===== config.mk =====
export PLATFORM = sky130hd
export DESIGN_NAME = sdram_init_seq
export DESIGN_NICKNAME = d
export VERILOG_FILES = /design/src/rtl/sdram_init_pkg.sv /design/src/rtl/sdram_init_timer.sv /design/src/rtl/sdram_init_refctr.sv /design/src/rtl/sdram_init_pins.sv /design/src/rtl/sdram_init_seq.sv
export SDC_FILE = /design/constraint.sdc
export NUM_CORES = 1
export LEC_CHECK = 0
export ABC_AREA = 0
export BUFFER_PORTS_ARGS = -buffer_cell sky130_fd_sc_hd__buf_2
export CORE_ASPECT_RATIO = 0.8
export CORE_UTILIZATION = 55
export CTS_CLUSTER_SIZE = 10
export DETAILED_ROUTE_END_ITERATION = 12
export PLACE_DENSITY = 0.89
export RECOVER_POWER = 50
export SYNTH_ARGS = -nofsm -noshare
export SYNTH_HDL_FRONTEND = slang
export SYNTH_HIERARCHICAL = 1
export SYNTH_SLANG_ARGS = --single-unit

===== constraint.sdc =====
create_clock -name clk -period 3.5 [get_ports clk]
set_input_delay 0.7 -clock clk [delete_from_list [all_inputs] [get_ports clk]]
set_output_delay 0.7 -clock clk [all_outputs]
set_load 0.01 [all_outputs]

===== src/rtl/sdram_init_pkg.sv =====
package sdram_init_pkg;

  localparam int MODE_W = 12;

  typedef enum logic [1:0] {
    CMD_NOP,
    CMD_PREA,
    CMD_REF,
    CMD_MRS
  } cmd_e;

  typedef enum logic [2:0] {
    PEND_PRE,
    PEND_REF,
    PEND_MRS,
    PEND_DONE,
    PEND_IDLE
  } pend_e;

  typedef struct packed {
    logic cs_n;
    logic ras_n;
    logic cas_n;
    logic we_n;
  } strobe_t;

  // Strobe levels for each command the sequencer can issue.
  function automatic strobe_t encode_cmd(cmd_e c);
    strobe_t s;
    case (c)
      CMD_PREA: s = '{cs_n: 1'b0, ras_n: 1'b0, cas_n: 1'b1, we_n: 1'b0};
      CMD_REF:  s = '{cs_n: 1'b0, ras_n: 1'b0, cas_n: 1'b0, we_n: 1'b1};
      CMD_MRS:  s = '{cs_n: 1'b0, ras_n: 1'b0, cas_n: 1'b0, we_n: 1'b0};
      default:  s = '{cs_n: 1'b0, ras_n: 1'b1, cas_n: 1'b1, we_n: 1'b1};
    endcase
    return s;
  endfunction

  // Places the configuration byte where the memory decodes it on the address pins.
  function automatic logic [MODE_W-1:0] pack_mode(logic [7:0] cfg);
    logic [MODE_W-1:0] r;
    r      = '0;
    r[9]   = cfg[7];
    r[6:0] = cfg[6:0];
    return r;
  endfunction

  function automatic int max_of4(int a, int b, int c, int d);
    int m;
    m = a;
    if (b > m) m = b;
    if (c > m) m = c;
    if (d > m) m = d;
    return m;
  endfunction

endpackage


===== src/rtl/sdram_init_timer.sv =====
module sdram_init_timer #(
  parameter int W    = 16,
  parameter int INIT = 10
) (
  input  logic         clk,
  input  logic         rst_n,
  input  logic         load,
  input  logic [W-1:0] load_val,
  output logic         zero
);

  logic [W-1:0] cnt;

  assign zero = (cnt == '0);

  always_ff @(posedge clk or negedge rst_n) begin
    if (!rst_n)     cnt <= W'(INIT);
    else if (load)  cnt <= load_val;
    else if (!zero) cnt <= cnt - 1'b1;
  end

endmodule


===== src/rtl/sdram_init_refctr.sv =====
module sdram_init_refctr #(
  parameter int N = 8
) (
  input  logic clk,
  input  logic rst_n,
  input  logic load,
  input  logic dec,
  output logic last
);

  localparam int CW = $clog2(N + 1);

  logic [CW-1:0] remaining;

  assign last = (remaining == CW'(1));

  always_ff @(posedge clk or negedge rst_n) begin
    if (!rst_n)                      remaining <= '0;
    else if (load)                   remaining <= CW'(N);
    else if (dec && remaining != '0) remaining <= remaining - 1'b1;
  end

endmodule


===== src/rtl/sdram_init_pins.sv =====
module sdram_init_pins
  import sdram_init_pkg::*;
#(
  parameter int ADDR_W = 12,
  parameter int BA_W   = 2,
  parameter int DQM_W  = 9
) (
  input  logic              clk,
  input  logic              rst_n,
  input  cmd_e              cmd_sel,
  input  logic [ADDR_W-1:0] mode_addr,
  output logic              sd_cke,
  output logic              sd_cs_n,
  output logic              sd_ras_n,
  output logic              sd_cas_n,
  output logic              sd_we_n,
  output logic [BA_W-1:0]   sd_ba,
  output logic [ADDR_W-1:0] sd_addr,
  output logic [DQM_W-1:0]  sd_dqm
);

  localparam logic [ADDR_W-1:0] ALL_BANKS = ADDR_W'(1) << 10;

  strobe_t strobe_d;
  logic [ADDR_W-1:0] addr_d;

  always_comb begin
    strobe_d = encode_cmd(cmd_sel);
    case (cmd_sel)
      CMD_PREA: addr_d = ALL_BANKS;
      CMD_MRS:  addr_d = mode_addr;
      default:  addr_d = '0;
    endcase
  end

  always_ff @(posedge clk or negedge rst_n) begin
    if (!rst_n) begin
      {sd_cs_n, sd_ras_n, sd_cas_n, sd_we_n} <= encode_cmd(CMD_NOP);
      sd_addr <= '0;
      sd_ba   <= '0;
      sd_cke  <= 1'b1;
      sd_dqm  <= '1;
    end else begin
      {sd_cs_n, sd_ras_n, sd_cas_n, sd_we_n} <= strobe_d;
      sd_addr <= addr_d;
      sd_ba   <= '0;
      sd_cke  <= 1'b1;
      sd_dqm  <= '1;
    end
  end

endmodule


===== src/rtl/sdram_init_seq.sv =====
module sdram_init_seq
  import sdram_init_pkg::*;
#(
  parameter int SETTLE_CYC    = 50000,
  parameter int TRP_CYC       = 2,
  parameter int TRC_CYC       = 7,
  parameter int TRSC_CYC      = 2,
  parameter int REFRESH_COUNT = 8,
  parameter int ADDR_W        = 12,
  parameter int BA_W          = 2,
  parameter int DQM_W         = 9
) (
  input  logic              clk,
  input  logic              rst_n,
  input  logic [7:0]        mode_cfg,
  output logic              sd_cke,
  output logic              sd_cs_n,
  output logic              sd_ras_n,
  output logic              sd_cas_n,
  output logic              sd_we_n,
  output logic [BA_W-1:0]   sd_ba,
  output logic [ADDR_W-1:0] sd_addr,
  output logic [DQM_W-1:0]  sd_dqm,
  output logic              init_done
);

  localparam int REF_N = (REFRESH_COUNT < 8) ? 8 : REFRESH_COUNT;
  localparam int TMR_W = $clog2(max_of4(SETTLE_CYC, TRP_CYC, TRC_CYC, TRSC_CYC) + 1);

  pend_e pend;
  logic  done_q;
  logic  tmr_zero;
  logic  ref_last;

  // Named internal events, observed by the bound checker.
  logic gap_expired;
  logic issue_pre;
  logic issue_ref;
  logic issue_mrs;
  logic finish_wait;
  logic any_load;

  logic [TMR_W-1:0]  load_val;
  cmd_e              cmd_sel;
  logic [ADDR_W-1:0] mode_addr;

  assign gap_expired = tmr_zero && (pend != PEND_IDLE);
  assign issue_pre   = gap_expired && (pend == PEND_PRE);
  assign issue_ref   = gap_expired && (pend == PEND_REF);
  assign issue_mrs   = gap_expired && (pend == PEND_MRS);
  assign finish_wait = gap_expired && (pend == PEND_DONE);
  assign any_load    = issue_pre || issue_ref || issue_mrs;
  assign mode_addr   = ADDR_W'(pack_mode(mode_cfg));

  always_comb begin
    case (pend)
      PEND_PRE: load_val = TMR_W'(TRP_CYC - 1);
      PEND_REF: load_val = TMR_W'(TRC_CYC - 1);
      PEND_MRS: load_val = TMR_W'(TRSC_CYC - 1);
      default:  load_val = '0;
    endcase
  end

  always_comb begin
    if (issue_pre)      cmd_sel = CMD_PREA;
    else if (issue_ref) cmd_sel = CMD_REF;
    else if (issue_mrs) cmd_sel = CMD_MRS;
    else                cmd_sel = CMD_NOP;
  end

  always_ff @(posedge clk or negedge rst_n) begin
    if (!rst_n) begin
      pend   <= PEND_PRE;
      done_q <= 1'b0;
    end else begin
      if (issue_pre)        pend <= PEND_REF;
      else if (issue_ref)   pend <= ref_last ? PEND_MRS : PEND_REF;
      else if (issue_mrs)   pend <= PEND_DONE;
      else if (finish_wait) pend <= PEND_IDLE;
      if (finish_wait) done_q <= 1'b1;
    end
  end

  assign init_done = done_q;

  sdram_init_timer #(
    .W    (TMR_W),
    .INIT (SETTLE_CYC)
  ) u_timer (
    .clk      (clk),
    .rst_n    (rst_n),
    .load     (any_load),
    .load_val (load_val),
    .zero     (tmr_zero)
  );

  sdram_init_refctr #(
    .N (REF_N)
  ) u_refctr (
    .clk   (clk),
    .rst_n (rst_n),
    .load  (issue_pre),
    .dec   (issue_ref),
    .last  (ref_last)
  );

  sdram_init_pins #(
    .ADDR_W (ADDR_W),
    .BA_W   (BA_W),
    .DQM_W  (DQM_W)
  ) u_pins (
    .clk       (clk),
    .rst_n     (rst_n),
    .cmd_sel   (cmd_sel),
    .mode_addr (mode_addr),
    .sd_cke    (sd_cke),
    .sd_cs_n   (sd_cs_n),
    .sd_ras_n  (sd_ras_n),
    .sd_cas_n  (sd_cas_n),
    .sd_we_n   (sd_we_n),
    .sd_ba     (sd_ba),
    .sd_addr   (sd_addr),
    .sd_dqm    (sd_dqm)
  );

endmodule


==> results of run 1 <==
## layer usage
layer,vias to the layer above,track usage
met2,35,0.303
met1,683,0.255
met5,-,0
met3,3,0.0557
li1,714,-
met4,0,0.0543
## registers in the layout (all words and copies together) (netlist names)
name,flops
u_timer/cnt,16
u_pins/sd_addr,12
u_refctr/remaining,4
pend,3
init_done,1
u_pins/sd_cas_n,1
u_pins/sd_ras_n,1
u_pins/sd_we_n,1
## synth_stat cells (all sizes together), types with 4 or more instances
| cell | count | area [µm²] |
|---|---|---|
| mux2 | 5 | 63.8 |
| inv | 8 | 30.0 |
| nand2b | 5 | 31.3 |
| mux2i | 4 | 40.0 |
| nor3 | 6 | 41.3 |
| dfstp | 9 | 236 |
| nor2 | 22 | 82.6 |
| nand2 | 12 | 45.0 |
| nor4 | 6 | 52.6 |
| xnor2 | 12 | 105 |
| a211oi | 6 | 55.1 |
| a21oi | 4 | 20.0 |
| buf | 17 | 133 |
| ha | 4 | 50.1 |
| and3 | 11 | 73.8 |
| dfrtp | 30 | 751 |
## stage by stage
step | instance area (µm²) | utilization | instances | hold slack (ps)
after CTS | 2300 | 0.659 | 281 | 479
after global placement | 2210 | 0.632 | 273 | 454
after global routing | 2290 | 0.656 | 281 | 495
after detailed placement | 2210 | 0.632 | 273 | 459
after floorplan | 2160 | - | 224 | 404
final | 2290 | 0.656 | 281 | 479
## worst min-delay path by stage
stage / end / slack (ps) / cells past startpoint
after floorplan: init_done / 400 / 0
after global placement: init_done / 450 / 1
after detailed placement: init_done / 460 / 1
final: init_done / 480 / 1
after CTS: init_done / 480 / 1
after global routing: init_done / 500 / 1
## placed cells by master, fill, tap and decap left out, types with 5 or more instances in the layout
cell and instances:
xnor2_1 12, conb_1 30, nor2_1 22, dfrtp_1 30, inv_1 8, nand2b_1 5
clkbuf_1 7, dfstp_2 9, clkbuf_8 5, buf_2 18, nor3_1 5, nand2_1 12
nor4_1 5, and3_1 7
## final cells by class
class | count | area, µm² | area share
Sequential cell | 39 | 987 | 0.430
Clock inverter | 3 | 25.0 | 0.0109
Timing Repair Buffer | 27 | 131 | 0.0573
Clock buffer | 5 | 68.8 | 0.0300
Inverter | 9 | 33.8 | 0.0147
Tap cell | 42 | 52.6 | 0.0229
Multi-Input combinational cell | 156 | 995 | 0.434
## critical path, cell delays in order (launching register included)
cell and delay (ps):
dfrtp_1 410, or3_4 380, or3_1 520, nor3_4 250
nand2b_1 140, a21oi_1 200, clkinv_1 480, mux2_4 460
## kinds of logic after synthesis
group / Yosys count / share of synthesized area
and+or+nand+nor: 75 / 0.209
DFF: 39 / 0.480
buffers and inverters: 29 / 0.0863
AOI/OAI and AO/OA: 26 / 0.0936
xor gates and xnor gates: 12 / 0.0511
muxes: 9 / 0.0505
adders and majority gates: 4 / 0.0243
other: 3 / 0.00547
## power breakdown
group          internal, mW  switching, mW
Sequential            0.458        0.00568
Clock                 0.142          0.166
Combinational        0.0110         0.0227
Total                 0.612          0.195
==> flow_metrics.py, run 1 <==
metrics = {
    "floorplan": {
        "start_util": 0.589,
        "num_rows": 19,
        "coreArea_um2": 3490,
        "boundaryPins": 39,
        "dieArea_um2": 3990,
        "die_y_um": 56.7,
        "fp.dieW_um": 70.4,
    },
    "clock_tree": {
        "ctsHoldBuffers": 0,
        "cts_tree": "done",
        "post_cts_buffers": 0,
        "cts_max_level": 2,
        "root_buffer": "clkbuf_8",
        "cts.sinks": 39,
        "cts_resized": 0,
        "cts_buffers": 5,
        "cts_buffer_depth": 2,
        "clkLatencyLatePin_ps": 290,
        "path_clk_slew_ps": 80,
    },
    "logic_synthesis": {
        "ys_seq_elements": 39,
        "ys_warn_count": 6,
        "avgSynthCellArea_um2": 10.4,
        "ys_types": 42,
        "syn_area_um2": 2060,
        "synth_cells": 197,
        "synth_ff_type": "dfrtp_1",
        "yosysSeqAreaShare": 0.480,
        "synth-edff-count": 0,
        "synth_async_sr_flop_share": 1.00,
    },
    "sta": {
        "fin_crit_ps": 2940,
        "fin_ws_ps": 561,
        "relSlewSlack": -0.335,
        "skew_ps": 4.96,
        "max_freq_mhz": 340,
        "maxSlewViolCount": 40,
        "rsz0062_at_grt": "no",
        "layout_worst_path_cycle_share": 0.840,
        "worst_pin_slew_ps": 2000,
        "fin_tns_setup_ps": 0,
        "hold_viol": 0,
        "setup_violations": 0,
    },
    "pwr": {
        "p_leak_nw": 1.09,
        "ir_drop_mv": 0.240,
        "total_power_mw": 0.806,
        "power_density_nw_per_um2": 351,
    },
    "routing": {
        "wire_per_inst_um": 12.3,
        "drt_first_pass_iters": 4,
        "met1_length_um": 1670,
        "dr_wl_met3_um": 154,
        "vias": 1435,
        "wl_met2_um": 1630,
        "routed_wl_um": 3470,
        "highest_layer": "met4",
        "ant_nets": 0,
        "drt_iter0_markers": 95,
        "viasPerCell": 5.11,
        "drc_errors": 0,
    },
    "worst_setup_path": {
        "regToRegSetupSlack_ps": 560,
        "critPathKind": "register to register",
        "start_kind": "register",
        "critical_path_peak_fanout": 16,
        "arrival_ps": 3120,
        "critPathCaptureType": "register",
        "r2r_end": "u_timer/cnt[1]",
        "crit_required_ps": 3680,
        "worstReg2RegStart": "u_timer/cnt[5]",
        "reg2regPathDepth": 7,
        "endpoint": "u_timer/cnt[1]",
        "startpoint": "u_timer/cnt[5]",
    },
    "placed_design": {
        "gp_congestion": 0.775,
        "place_hpwl_um": 2380,
        "io_buffers": 25,
        "post-place-ws_ps": 602,
    },
    "finish": {
        "fillerInstances": 285,
        "fin_nets": 252,
        "synthToLayoutAreaGrowth_pct": 11.4,
        "drive_gt1_frac": 0.243,
        "diodes": 0,
    },
    "global_route": {
        "grt_pass1_vias": 1330,
        "grt_overflow": 0,
        "antenna_found_initial": 0,
        "grt_start_max_net_pins": 40,
        "grt_usage": 0.191,
        "grt_pass1_wl_um": 5890,
    },
    "job": {
        "maxCapViolCount": 1,
    },
    "hold_path": {
        "hold_path.startpoint": "init_done",
        "min_path_type": "register to register",
    },
    "run_status": {
        "status": "finished with violations",
        "violations": "capacitance limit, slew limit",
    },
}
No activity file was read; power rests on OpenSTA's default activity.
==> run 2, diff against run 1 <==
--- a/config.mk
+++ b/config.mk
@@ -8,10 +8,10 @@
 export ABC_AREA = 0
 export BUFFER_PORTS_ARGS = -buffer_cell sky130_fd_sc_hd__buf_2
 export CORE_ASPECT_RATIO = 0.8
-export CORE_UTILIZATION = 55
+export CORE_UTILIZATION = 50
 export CTS_CLUSTER_SIZE = 10
 export DETAILED_ROUTE_END_ITERATION = 12
-export PLACE_DENSITY = 0.89
+export PLACE_DENSITY = 0.86
 export RECOVER_POWER = 50
 export SYNTH_ARGS = -nofsm -noshare
 export SYNTH_HDL_FRONTEND = slang
==> constraint.sdc (replaced) <==
create_clock -name clk -period 2.5 [get_ports clk]
set_input_delay 0.5 -clock clk [delete_from_list [all_inputs] [get_ports clk]]
set_output_delay 0.5 -clock clk [all_outputs]
set_load 0.01 [all_outputs]
==> flow_metrics.py, run 2 (synthesized netlist as in run 1, its figures left out) <==
metrics = {
    "sta": {
        "skew_ps": 10.2,
        "fin_tns_setup_ps": 0,
        "fin_ws_ps": 35.2,
        "setup_violations": 0,
        "rsz0062_at_grt": "yes",
        "max_freq_mhz": 406,
        "maxSlewViolCount": 40,
        "layout_worst_path_cycle_share": 0.986,
        "fin_crit_ps": 2460,
        "hold_slack_ps": 438,
        "hold_viol": 0,
        "relSlewSlack": -0.330,
        "worst_pin_slew_ps": 2000,
    },
    "finish": {
        "largest-register": "u_timer/cnt",
        "final_area_um2": 2500,
        "utilization": 0.645,
        "synthToLayoutAreaGrowth_pct": 21.5,
        "largest_reg_flops": 16,
        "reg_top3": "u_timer/cnt: 16 flops, u_pins/sd_addr: 12 flops, u_refctr/remaining: 4 flops",
        "diodes": 0,
        "fin_nets": 272,
        "mostFrequentLayoutCells": "30 x dfrtp_1, 30 x conb_1, 21 x nor2_1, 21 x buf_4, 19 x buf_2",
        "fillerInstances": 307,
        "drive_gt1_frac": 0.340,
        "stdcell_count": 314,
    },
    "floorplan": {
        "die_y_um": 59.4,
        "fp.dieW_um": 73.7,
        "coreArea_um2": 3880,
        "num_rows": 20,
        "boundaryPins": 39,
        "dieArea_um2": 4380,
        "start_util": 0.531,
    },
    "clock_tree": {
        "cts_tree": "done",
        "cts_buffer_depth": 2,
        "cts_buffers": 5,
        "root_buffer": "clkbuf_8",
        "cts_max_level": 2,
        "path_clk_slew_ps": 80,
        "cts.sinks": 39,
        "clkLatencyLatePin_ps": 300,
    },
    "job": {
        "maxCapViolCount": 1,
    },
    "global_route": {
        "grt_pass1_vias": 1419,
        "antenna_found_initial": 0,
        "grt_overflow": 0,
        "grt_start_max_net_pins": 40,
        "grt_usage": 0.201,
        "grt_pass1_wl_um": 6330,
    },
    "routing": {
        "vias": 1553,
        "viasPerCell": 4.95,
        "drt_iter0_markers": 77,
        "routed_wl_um": 4140,
        "drc_errors": 0,
        "drt_first_pass_iters": 4,
        "wire_per_inst_um": 13.2,
        "ant_nets": 0,
    },
    "placed_design": {
        "gp_congestion": 0.792,
        "post-place-ws_ps": -13.2,
        "dpl.cell_count": 299,
        "post_dp_cell_area_um2": 2330,
        "io_buffers": 25,
        "place_hpwl_um": 2800,
    },
    "worst_setup_path": {
        "critical_path_peak_fanout": 3,
        "path_buf_inv": 0,
        "start_kind": "register",
        "slowest_stage": "or4b_4",
        "critPathCaptureType": "register",
        "crit_path_frequent_cell": "or3_4",
        "critPathKind": "register to register",
        "slowest_delay_ps": 480,
        "critPathTopFamily": "simple AND/OR/NAND/NOR gates",
        "crit_required_ps": 2690,
        "path_cells": "or3_4 > or3_4 > nor3_4 > nand2b_1 > nor2_2 > or4b_4 > a211o_1",
        "arrival_ps": 2650,
    },
    "hold_path": {
        "min_path_type": "input port to register",
    },
    "pwr": {
        "total_power_mw": 1.14,
        "p_leak_nw": 1.21,
        "power_density_nw_per_um2": 457,
        "ir_drop_mv": 0.263,
    },
    "run_status": {
        "status": "finished with violations",
        "violations": "capacitance limit, slew limit",
    },
}
run 2: cell types whose count changed in the layout (fill, tap and decap cells not counted), sizes merged:
cell	previous run	this run
clkinv	3	0
buf	20	41
inv	8	10
clkinvlp	1	2
clkbuf	12	11
run 2: worst paths after layout:
check / from / depth (start not counted) / end / slack (ps)
min in group asynchronous: rst_n / 1 / u_timer/cnt[7] / 750
max in group asynchronous: rst_n / 1 / u_pins/sd_addr[0] / 600
hold / removal: mode_cfg[7] / 2 / u_pins/sd_addr[9] / 440
setup / recovery: u_timer/cnt[4] / 7 / u_refctr/remaining[3] / 40
hold reg to reg: init_done / 1 / init_done / 490
setup reg to reg: u_timer/cnt[4] / 7 / u_refctr/remaining[3] / 40
run 2: final cells by class:
class | instances | area [µm²] | share of cell area
clock buffer | 5 | 68.8 | 0.0275
clock inverter | 3 | 23.8 | 0.00950
inverter | 9 | 36.3 | 0.0145
multi-input combinational | 156 | 1030 | 0.412
sequential | 39 | 987 | 0.395
tap | 55 | 68.8 | 0.0275
timing repair buffer | 47 | 287 | 0.115
run 2: metal layers:
| layer | track usage | part of all wire | vias up |
|---|---|---|---|
| met4 | 0.102 | 0.035 | 0 |
| met3 | 0.0476 | 0.048 | 15 |
| met2 | 0.321 | 0.46 | 46 |
| met1 | 0.257 | 0.46 | 739 |
| met5 | 0 | 0 | - |
| li1 | - | - | 753 |
run 2: power by group:
group | switching (mW) | internal (mW) | leakage, nW
clock | 0.242 | 0.199 | 0.0408
combinational | 0.0338 | 0.0182 | 0.688
sequential | 0.00806 | 0.642 | 0.479
total | 0.284 | 0.859 | 1.21
run 2: what timing repair did:
action                                  in CTS  in global routing
resized for setup                            1                  8
hold endpoints to repair                     0                  0
endpoints found under the setup margin       2                 14
hold buffers                                 0                  0
pin swaps                                    1                  0
buffers inserted                             0                  7
